**src/rtl/seqcore_pkg.sv**
```systemverilog
package seqcore_pkg;

  localparam int ADDR_W    = 12;
  localparam int DATA_W    = 16;
  localparam int OP_W      = 4;
  localparam int SUBCYCLES = 8;
  localparam int PHASE_W   = $clog2(SUBCYCLES);

  // Frame layout: phases 0..4 fetch/decode, 5..7 execute
  localparam logic [PHASE_W-1:0] PH_MAR_PC   = PHASE_W'(0);
  localparam logic [PHASE_W-1:0] PH_PC_INC   = PHASE_W'(1);
  localparam logic [PHASE_W-1:0] PH_MBR_RD   = PHASE_W'(2);
  localparam logic [PHASE_W-1:0] PH_IR_LOAD  = PHASE_W'(3);
  localparam logic [PHASE_W-1:0] PH_EA_FORM  = PHASE_W'(4);
  localparam logic [PHASE_W-1:0] PH_EXEC_A   = PHASE_W'(5);
  localparam logic [PHASE_W-1:0] PH_EXEC_B   = PHASE_W'(6);
  localparam logic [PHASE_W-1:0] PH_EXEC_C   = PHASE_W'(7);

  localparam logic [OP_W-1:0] OPC_STOP    = 4'h0;
  localparam logic [OP_W-1:0] OPC_LDCONST = 4'h1;
  localparam logic [OP_W-1:0] OPC_LDPTR   = 4'h2;
  localparam logic [OP_W-1:0] OPC_LDREL   = 4'h3;
  localparam logic [OP_W-1:0] OPC_STREL   = 4'h4;

  typedef enum logic [2:0] {
    BUS_IDLE,
    BUS_PC,
    BUS_MBR,
    BUS_GREG,
    BUS_OPND
  } busSel_e;

  typedef struct packed {
    busSel_e busSel;
    logic    marFromBus;
    logic    marFromEa;
    logic    mbrFromMem;
    logic    mbrFromBus;
    logic    irFromBus;
    logic    gregFromBus;
    logic    spFromBus;
    logic    pcInc;
    logic    memWrite;
  } strobes_t;

endpackage

```
**src/rtl/seqcore_ctrl.sv**
```systemverilog
module seqcore_ctrl
  import seqcore_pkg::*;
(
  input  logic            clk,
  input  logic            rstN,
  input  logic [OP_W-1:0] irOp,
  output strobes_t        strb,
  output logic            halted
);

  logic [PHASE_W-1:0] phase;
  logic               haltedQ;

  always_ff @(posedge clk or negedge rstN) begin
    if (!rstN) begin
      phase   <= '0;
      haltedQ <= 1'b0;
    end else if (!haltedQ) begin
      phase <= (phase == PHASE_W'(SUBCYCLES - 1)) ? '0 : phase + 1'b1;
      if (phase == PH_EXEC_A && irOp == OPC_STOP) haltedQ <= 1'b1;
    end
  end

  always_comb begin
    strb        = '0;
    strb.busSel = BUS_IDLE;
    if (!haltedQ) begin
      unique case (phase)
        PH_MAR_PC: begin
          strb.busSel     = BUS_PC;
          strb.marFromBus = 1'b1;
        end
        PH_PC_INC:  strb.pcInc      = 1'b1;
        PH_MBR_RD:  strb.mbrFromMem = 1'b1;
        PH_IR_LOAD: begin
          strb.busSel    = BUS_MBR;
          strb.irFromBus = 1'b1;
        end
        PH_EA_FORM: strb.marFromEa = 1'b1;
        PH_EXEC_A: begin
          if (irOp == OPC_LDCONST) begin
            strb.busSel      = BUS_OPND;
            strb.gregFromBus = 1'b1;
          end else if (irOp == OPC_LDPTR) begin
            strb.busSel    = BUS_OPND;
            strb.spFromBus = 1'b1;
          end else if (irOp == OPC_STREL) begin
            strb.busSel     = BUS_GREG;
            strb.mbrFromBus = 1'b1;
          end
        end
        PH_EXEC_B: begin
          if (irOp == OPC_LDREL) strb.mbrFromMem = 1'b1;
          if (irOp == OPC_STREL) strb.memWrite   = 1'b1;
        end
        PH_EXEC_C: begin
          if (irOp == OPC_LDREL) begin
            strb.busSel      = BUS_MBR;
            strb.gregFromBus = 1'b1;
          end
        end
        default: ;
      endcase
    end
  end

  assign halted = haltedQ;


  phase_step_chk: assert property (@(posedge clk) disable iff (!rstN)
    !haltedQ |=> (phase == $past(phase) + 1'b1) || haltedQ);


  halt_sticky_chk: assert property (@(posedge clk) disable iff (!rstN)
    haltedQ |=> haltedQ);


  halt_phase_chk: assert property (@(posedge clk) disable iff (!rstN)
    haltedQ |-> phase == PH_EXEC_B);

endmodule

```
**src/rtl/seqcore_dpath.sv**
```systemverilog
module seqcore_dpath
  import seqcore_pkg::*;
#(
  parameter int AW = ADDR_W,
  parameter int DW = DATA_W
) (
  input  logic            clk,
  input  logic            rstN,
  input  strobes_t        strb,
  input  logic [DW-1:0]   memRdata,
  output logic [AW-1:0]   memAddr,
  output logic [DW-1:0]   memWdata,
  output logic [OP_W-1:0] irOp
);

  logic [AW-1:0] pc;
  logic [AW-1:0] mar;
  logic [AW-1:0] sp;
  logic [DW-1:0] mbr;
  logic [DW-1:0] ir;
  logic [DW-1:0] greg;
  logic [DW-1:0] bus;
  logic [AW-1:0] effAddr;

  always_comb begin
    unique case (strb.busSel)
      BUS_PC:   bus = DW'(pc);
      BUS_MBR:  bus = mbr;
      BUS_GREG: bus = greg;
      BUS_OPND: bus = DW'(ir[AW-1:0]);
      default:  bus = '0;
    endcase
  end

  assign effAddr = sp + ir[AW-1:0];

  always_ff @(posedge clk or negedge rstN) begin
    if (!rstN) begin
      pc   <= '0;
      mar  <= '0;
      sp   <= '0;
      mbr  <= '0;
      ir   <= '0;
      greg <= '0;
    end else begin
      if (strb.pcInc)       pc   <= pc + 1'b1;
      if (strb.marFromBus)  mar  <= bus[AW-1:0];
      else if (strb.marFromEa) mar <= effAddr;
      if (strb.mbrFromMem)  mbr  <= memRdata;
      else if (strb.mbrFromBus) mbr <= bus;
      if (strb.irFromBus)   ir   <= bus;
      if (strb.gregFromBus) greg <= bus;
      if (strb.spFromBus)   sp   <= bus[AW-1:0];
    end
  end

  assign memAddr  = mar;
  assign memWdata = mbr;
  assign irOp     = ir[DW-1 -: OP_W];

endmodule

```
**src/rtl/seqcore_top.sv**
```systemverilog
module seqcore_top
  import seqcore_pkg::*;
(
  input  logic              clk,
  input  logic              rstN,
  output logic              halted,
  output logic [ADDR_W-1:0] memAddr,
  output logic [DATA_W-1:0] memWdata,
  input  logic [DATA_W-1:0] memRdata,
  output logic              memWe
);

  strobes_t        strb;
  logic [OP_W-1:0] irOp;

  seqcore_ctrl ctrl_i (
    .clk    (clk),
    .rstN   (rstN),
    .irOp   (irOp),
    .strb   (strb),
    .halted (halted)
  );

  seqcore_dpath #(.AW(ADDR_W), .DW(DATA_W)) dpath_i (
    .clk      (clk),
    .rstN     (rstN),
    .strb     (strb),
    .memRdata (memRdata),
    .memAddr  (memAddr),
    .memWdata (memWdata),
    .irOp     (irOp)
  );

  assign memWe = strb.memWrite;


  single_write_chk: assert property (@(posedge clk) disable iff (!rstN)
    memWe |=> !memWe);


  halt_freeze_chk: assert property (@(posedge clk) disable iff (!rstN)
    halted |=> $stable(memAddr) && !memWe && halted);

endmodule

```
**config.mk**
```make
export PLATFORM = sky130hd
export DESIGN_NAME = seqcore_top
export DESIGN_NICKNAME = d
export VERILOG_FILES = /design/src/rtl/seqcore_pkg.sv /design/src/rtl/seqcore_ctrl.sv /design/src/rtl/seqcore_dpath.sv /design/src/rtl/seqcore_top.sv
export SDC_FILE = /design/constraint.sdc
export NUM_CORES = 1
export LEC_CHECK = 0
export ABC_AREA = 1
export BUFFER_PORTS_ARGS = -buffer_cell sky130_fd_sc_hd__buf_4
export CAP_MARGIN = 10
export CORE_MARGIN = 2
export CORE_UTILIZATION = 45
export CTS_BUF_LIST = sky130_fd_sc_hd__clkbuf_2
export DETAILED_ROUTE_END_ITERATION = 16
export PLACE_DENSITY = 0.61
export SLEW_MARGIN = 25
export SYNTH_ARGS = -nofsm -noshare
export SYNTH_HDL_FRONTEND = slang
export SYNTH_SLANG_ARGS = --single-unit
```
**constraint.sdc**
```tcl
create_clock -name clk -period 3.26 [get_ports clk]
set_clock_uncertainty 0.15 [all_clocks]
set_input_delay 0.815 -clock clk [delete_from_list [all_inputs] [get_ports clk]]
set_output_delay 0.815 -clock clk [all_outputs]
set_load 0.02 [all_outputs]
```
==> flow_summary.ini <==
[run_status]
status = completed

[floorplan]
rows = 37
core_sq_mm = 0.0104
fp.dieH_um = 108
initial_core_util_pct = 46.7
io_pins = 48
dieArea_sq_mm = 0.0116
die_w_um = 108

[worst_setup_path]
start_kind = register
critical_path.top_delay_family = flip-flops
cp_slowest_cell = dfrtp_1
worstSetupPathType = register to output pin
worst_ep_required_time_ns = 2.29
crit_cells = 4
arrival_ns = 2.04
worstSetupEndpointType = output pin
slowest_delay_ns = 0.46
crit_fanout = 10
r2r_cells = 10
path_buf_inv = 2
crit_chain = inv_1 > ha_1 > nor3b_1 > buf_4

[yosys]
synth-seq-cells = 88
syn_inst = 589
syn_area_per_cell_sq_um = 8.22
synthFlopType = dfrtp_1
ys_seq_area_share_pct = 45.5
async_reset_ff_share_pct = 100
synth_area_leaders = dfrtp_1, nand2_1, inv_1
yosysTopAreaCellShare_pct = 45.5
ys_types = 40
synth_top_cell_by_area = dfrtp_1
synth_area_sq_mm = 0.00484
syn_nets = 626
synth_edf_count = 0
yosysWarnings = 0

[clock_tree]
cts_tree = done
h-tree-depth = 3
clkSlewWorstSetupHoldPaths_ns = 0.25
hold_buffers = 0
postCtsSetupBuffers = 0
clock-sinks = 88
clock_path_buffers = 2
clockRootBuffer = clkbuf_2
cts_buffers = 9
clkLatencyLatePin_ns = 0.60
postCtsResizedCells = 0

[cells_and_area]
n_antenna_cell = 0
final_layout_size_suffix_gt1_share_pct = 16.4
finalNetCount = 674
area_delta_synth_final_pct = 13.2

[timing]
drv_slew = 0
hold_violations = 0
finalCriticalPeriod_ns = 3.01
fin_setup_tns_ns = 0
finalSetupViolCount = 0
rsz0062_at_grt = false
relSlewSlack_pct = 54.5
fmax_ghz = 0.332
fin_crit_sh_pct = 92.3
tightest_slew_ns = 0.681

[min_path]
hp-class = input pin to asynchronous set/reset pin

[power]
p_sw_mw = 1.70
p_leak_nw = 2.73
share_comb_of_total_power_pct = 41.1
max-vdd-ir-drop_uv = 360
p_int_mw = 2.31
seqPwrFrac_pct = 42.7
switching_share_pct = 42.5
p_per_area_mw_per_mm2 = 733
total_power_mw = 4.01
clkPwrFrac_pct = 16.2

[global_routing]
gr-usage-all-layers_pct = 24.1
gr-total-overflow = 0
grt_first_pass_wirelength_um = 21100
antenna_found_initial = 0
grt_max_degree = 52
grt_pass1_vias = 3922

[route]
vias = 4155
drtAntennaViolNets = 0
drc = 0
dr.pass1.iters = 5
first_iter_violations = 325
wl_per_cell_um = 16.7
totalWireLength_um = 13000
via_per_inst = 5.34

[place]
numPortBuffers = 47
hpwl_um = 9740
place.gp.congestion = 0.923

[job]
drv_cap = 0
## synthesized netlist by cell type (2+ instances only)
| cell | count |
|---|---|
| clkbuf_1 | 12 |
| buf_6 | 2 |
| nor2_1 | 26 |
| o21ai_1 | 19 |
| dfrtp_1 | 88 |
| a21o_1 | 3 |
| nor2_4 | 2 |
| o21bai_1 | 9 |
| o21ai_0 | 45 |
| xor2_1 | 14 |
| nand4_1 | 15 |
| o211ai_1 | 7 |
| o22ai_1 | 11 |
| o22ai_2 | 10 |
| a21oi_1 | 15 |
| nand2_4 | 2 |
| inv_1 | 67 |
| nand2_2 | 3 |
| nor2_2 | 6 |
| or2_2 | 3 |
| nor3_1 | 7 |
| ha_1 | 18 |
| nand3_1 | 31 |
| nand2_1 | 155 |
| inv_2 | 4 |
## registers in the layout, summed over array words and instances (netlist names)
| signal | count |
|---|---|
| ctrl_i.phase | 3 |
| dpath_i.greg | 16 |
| dpath_i.memWdata | 16 |
| dpath_i.ir | 16 |
| dpath_i.memAddr | 12 |
| dpath_i.pc | 12 |
| dpath_i.sp | 12 |
| ctrl_i.halted | 1 |
## routing by layer
layer  track usage (%)  up-vias  wire length, um
met1              34.1     1958             6060
li1                  -     2042                -
met5                 0        -                0
met2              36.4      128             5910
met4              6.87        0              244
met3              6.42       27              781
## layout make-up
| type | instances | area [sq um] |
|---|---|---|
| clock buffer | 11 | 55.1 |
| clock inverter | 5 | 81.3 |
| fill | 1012 | 4890 |
| inverter | 71 | 267 |
| multi-input combinational | 413 | 2290 |
| sequential | 88 | 2200 |
| tap | 136 | 170 |
| timing repair buffer | 54 | 418 |
## power by group through the flow
stage | clock [mW] | combinational [mW] | sequential [mW]
final | 0.649 | 1.65 | 1.72
after global routing | 0.715 | 1.84 | 1.76
after CTS | 0.671 | 1.66 | 1.71
after detailed placement | 0 | 1.65 | 1.73
after global placement | 0 | 1.63 | 1.73
after floorplan | 0 | 0.927 | 1.82
## path summary, 6_finish.rpt
kind | startpoint | end | slack, ns
min in group clk | memRdata[12] | dpath_i.memWdata[12] | 0.34
hold / removal | rstN | dpath_i.pc[1] | 0.07
setup / recovery | ctrl_i.phase[0] | memWe | 0.25
max in group asynchronous | rstN | dpath_i.memAddr[6] | 2.22
hold reg to reg | dpath_i.memAddr[9] | dpath_i.memAddr[9] | 0.36
setup reg to reg | ctrl_i.phase[0] | dpath_i.memAddr[11] | 0.49
## worst reg2reg max path, stage by stage, from the launching register on
cell and delay, ns:
dfrtp_1 0.46, ha_1 0.23, ha_1 0.22, nand3_1 0.09
nand3_1 0.08, nand2_1 0.32, inv_1 0.22, nand2_2 0.35
o22ai_2 0.14, o21ai_0 0.32, nand3_1 0.12
## cells by family after synthesis
logic type	Yosys count	synth area share, %
AO/OA/AOI/OAI	125	16.2
XOR/XNOR	14	2.53
adder cells (fa/ha/maj)	19	5.07
buffers and inverters	88	7.24
flip-flops	88	45.5
AND/OR/NAND/NOR	255	23.5
## metrics by stage
step / std cells / hold WS, ns / area, sq um / setup WS [ns] / util, %
after global routing: 778 / 0.0527 / 5480 / 0.133 / 52.8
final: 778 / 0.0681 / 5480 / 0.252 / 52.8
after CTS: 778 / 0.0464 / 5480 / 0.257 / 52.8
after floorplan: 589 / 0.299 / 4840 / 0.859 / -
after global placement: 762 / 0.315 / 5340 / 0.633 / 51.5
after detailed placement: 762 / 0.318 / 5340 / 0.571 / 51.5
## cells in the final DEF, fill, tap and decap left out, types with 4 or more instances in the layout
master,instances
a21oi_1,15
o22ai_2,10
clkbuf_2,11
inv_2,4
nand4_1,15
ha_1,18
nor3_1,7
inv_1,67
buf_4,53
nand2_1,155
nand3_1,31
nor2_1,26
o22ai_1,11
xor2_1,14
o211ai_1,7
nor2_2,6
o21bai_1,9
o21ai_0,45
dfrtp_1,88
o21ai_1,19
Note: power is estimated with default switching activity, not from simulation.
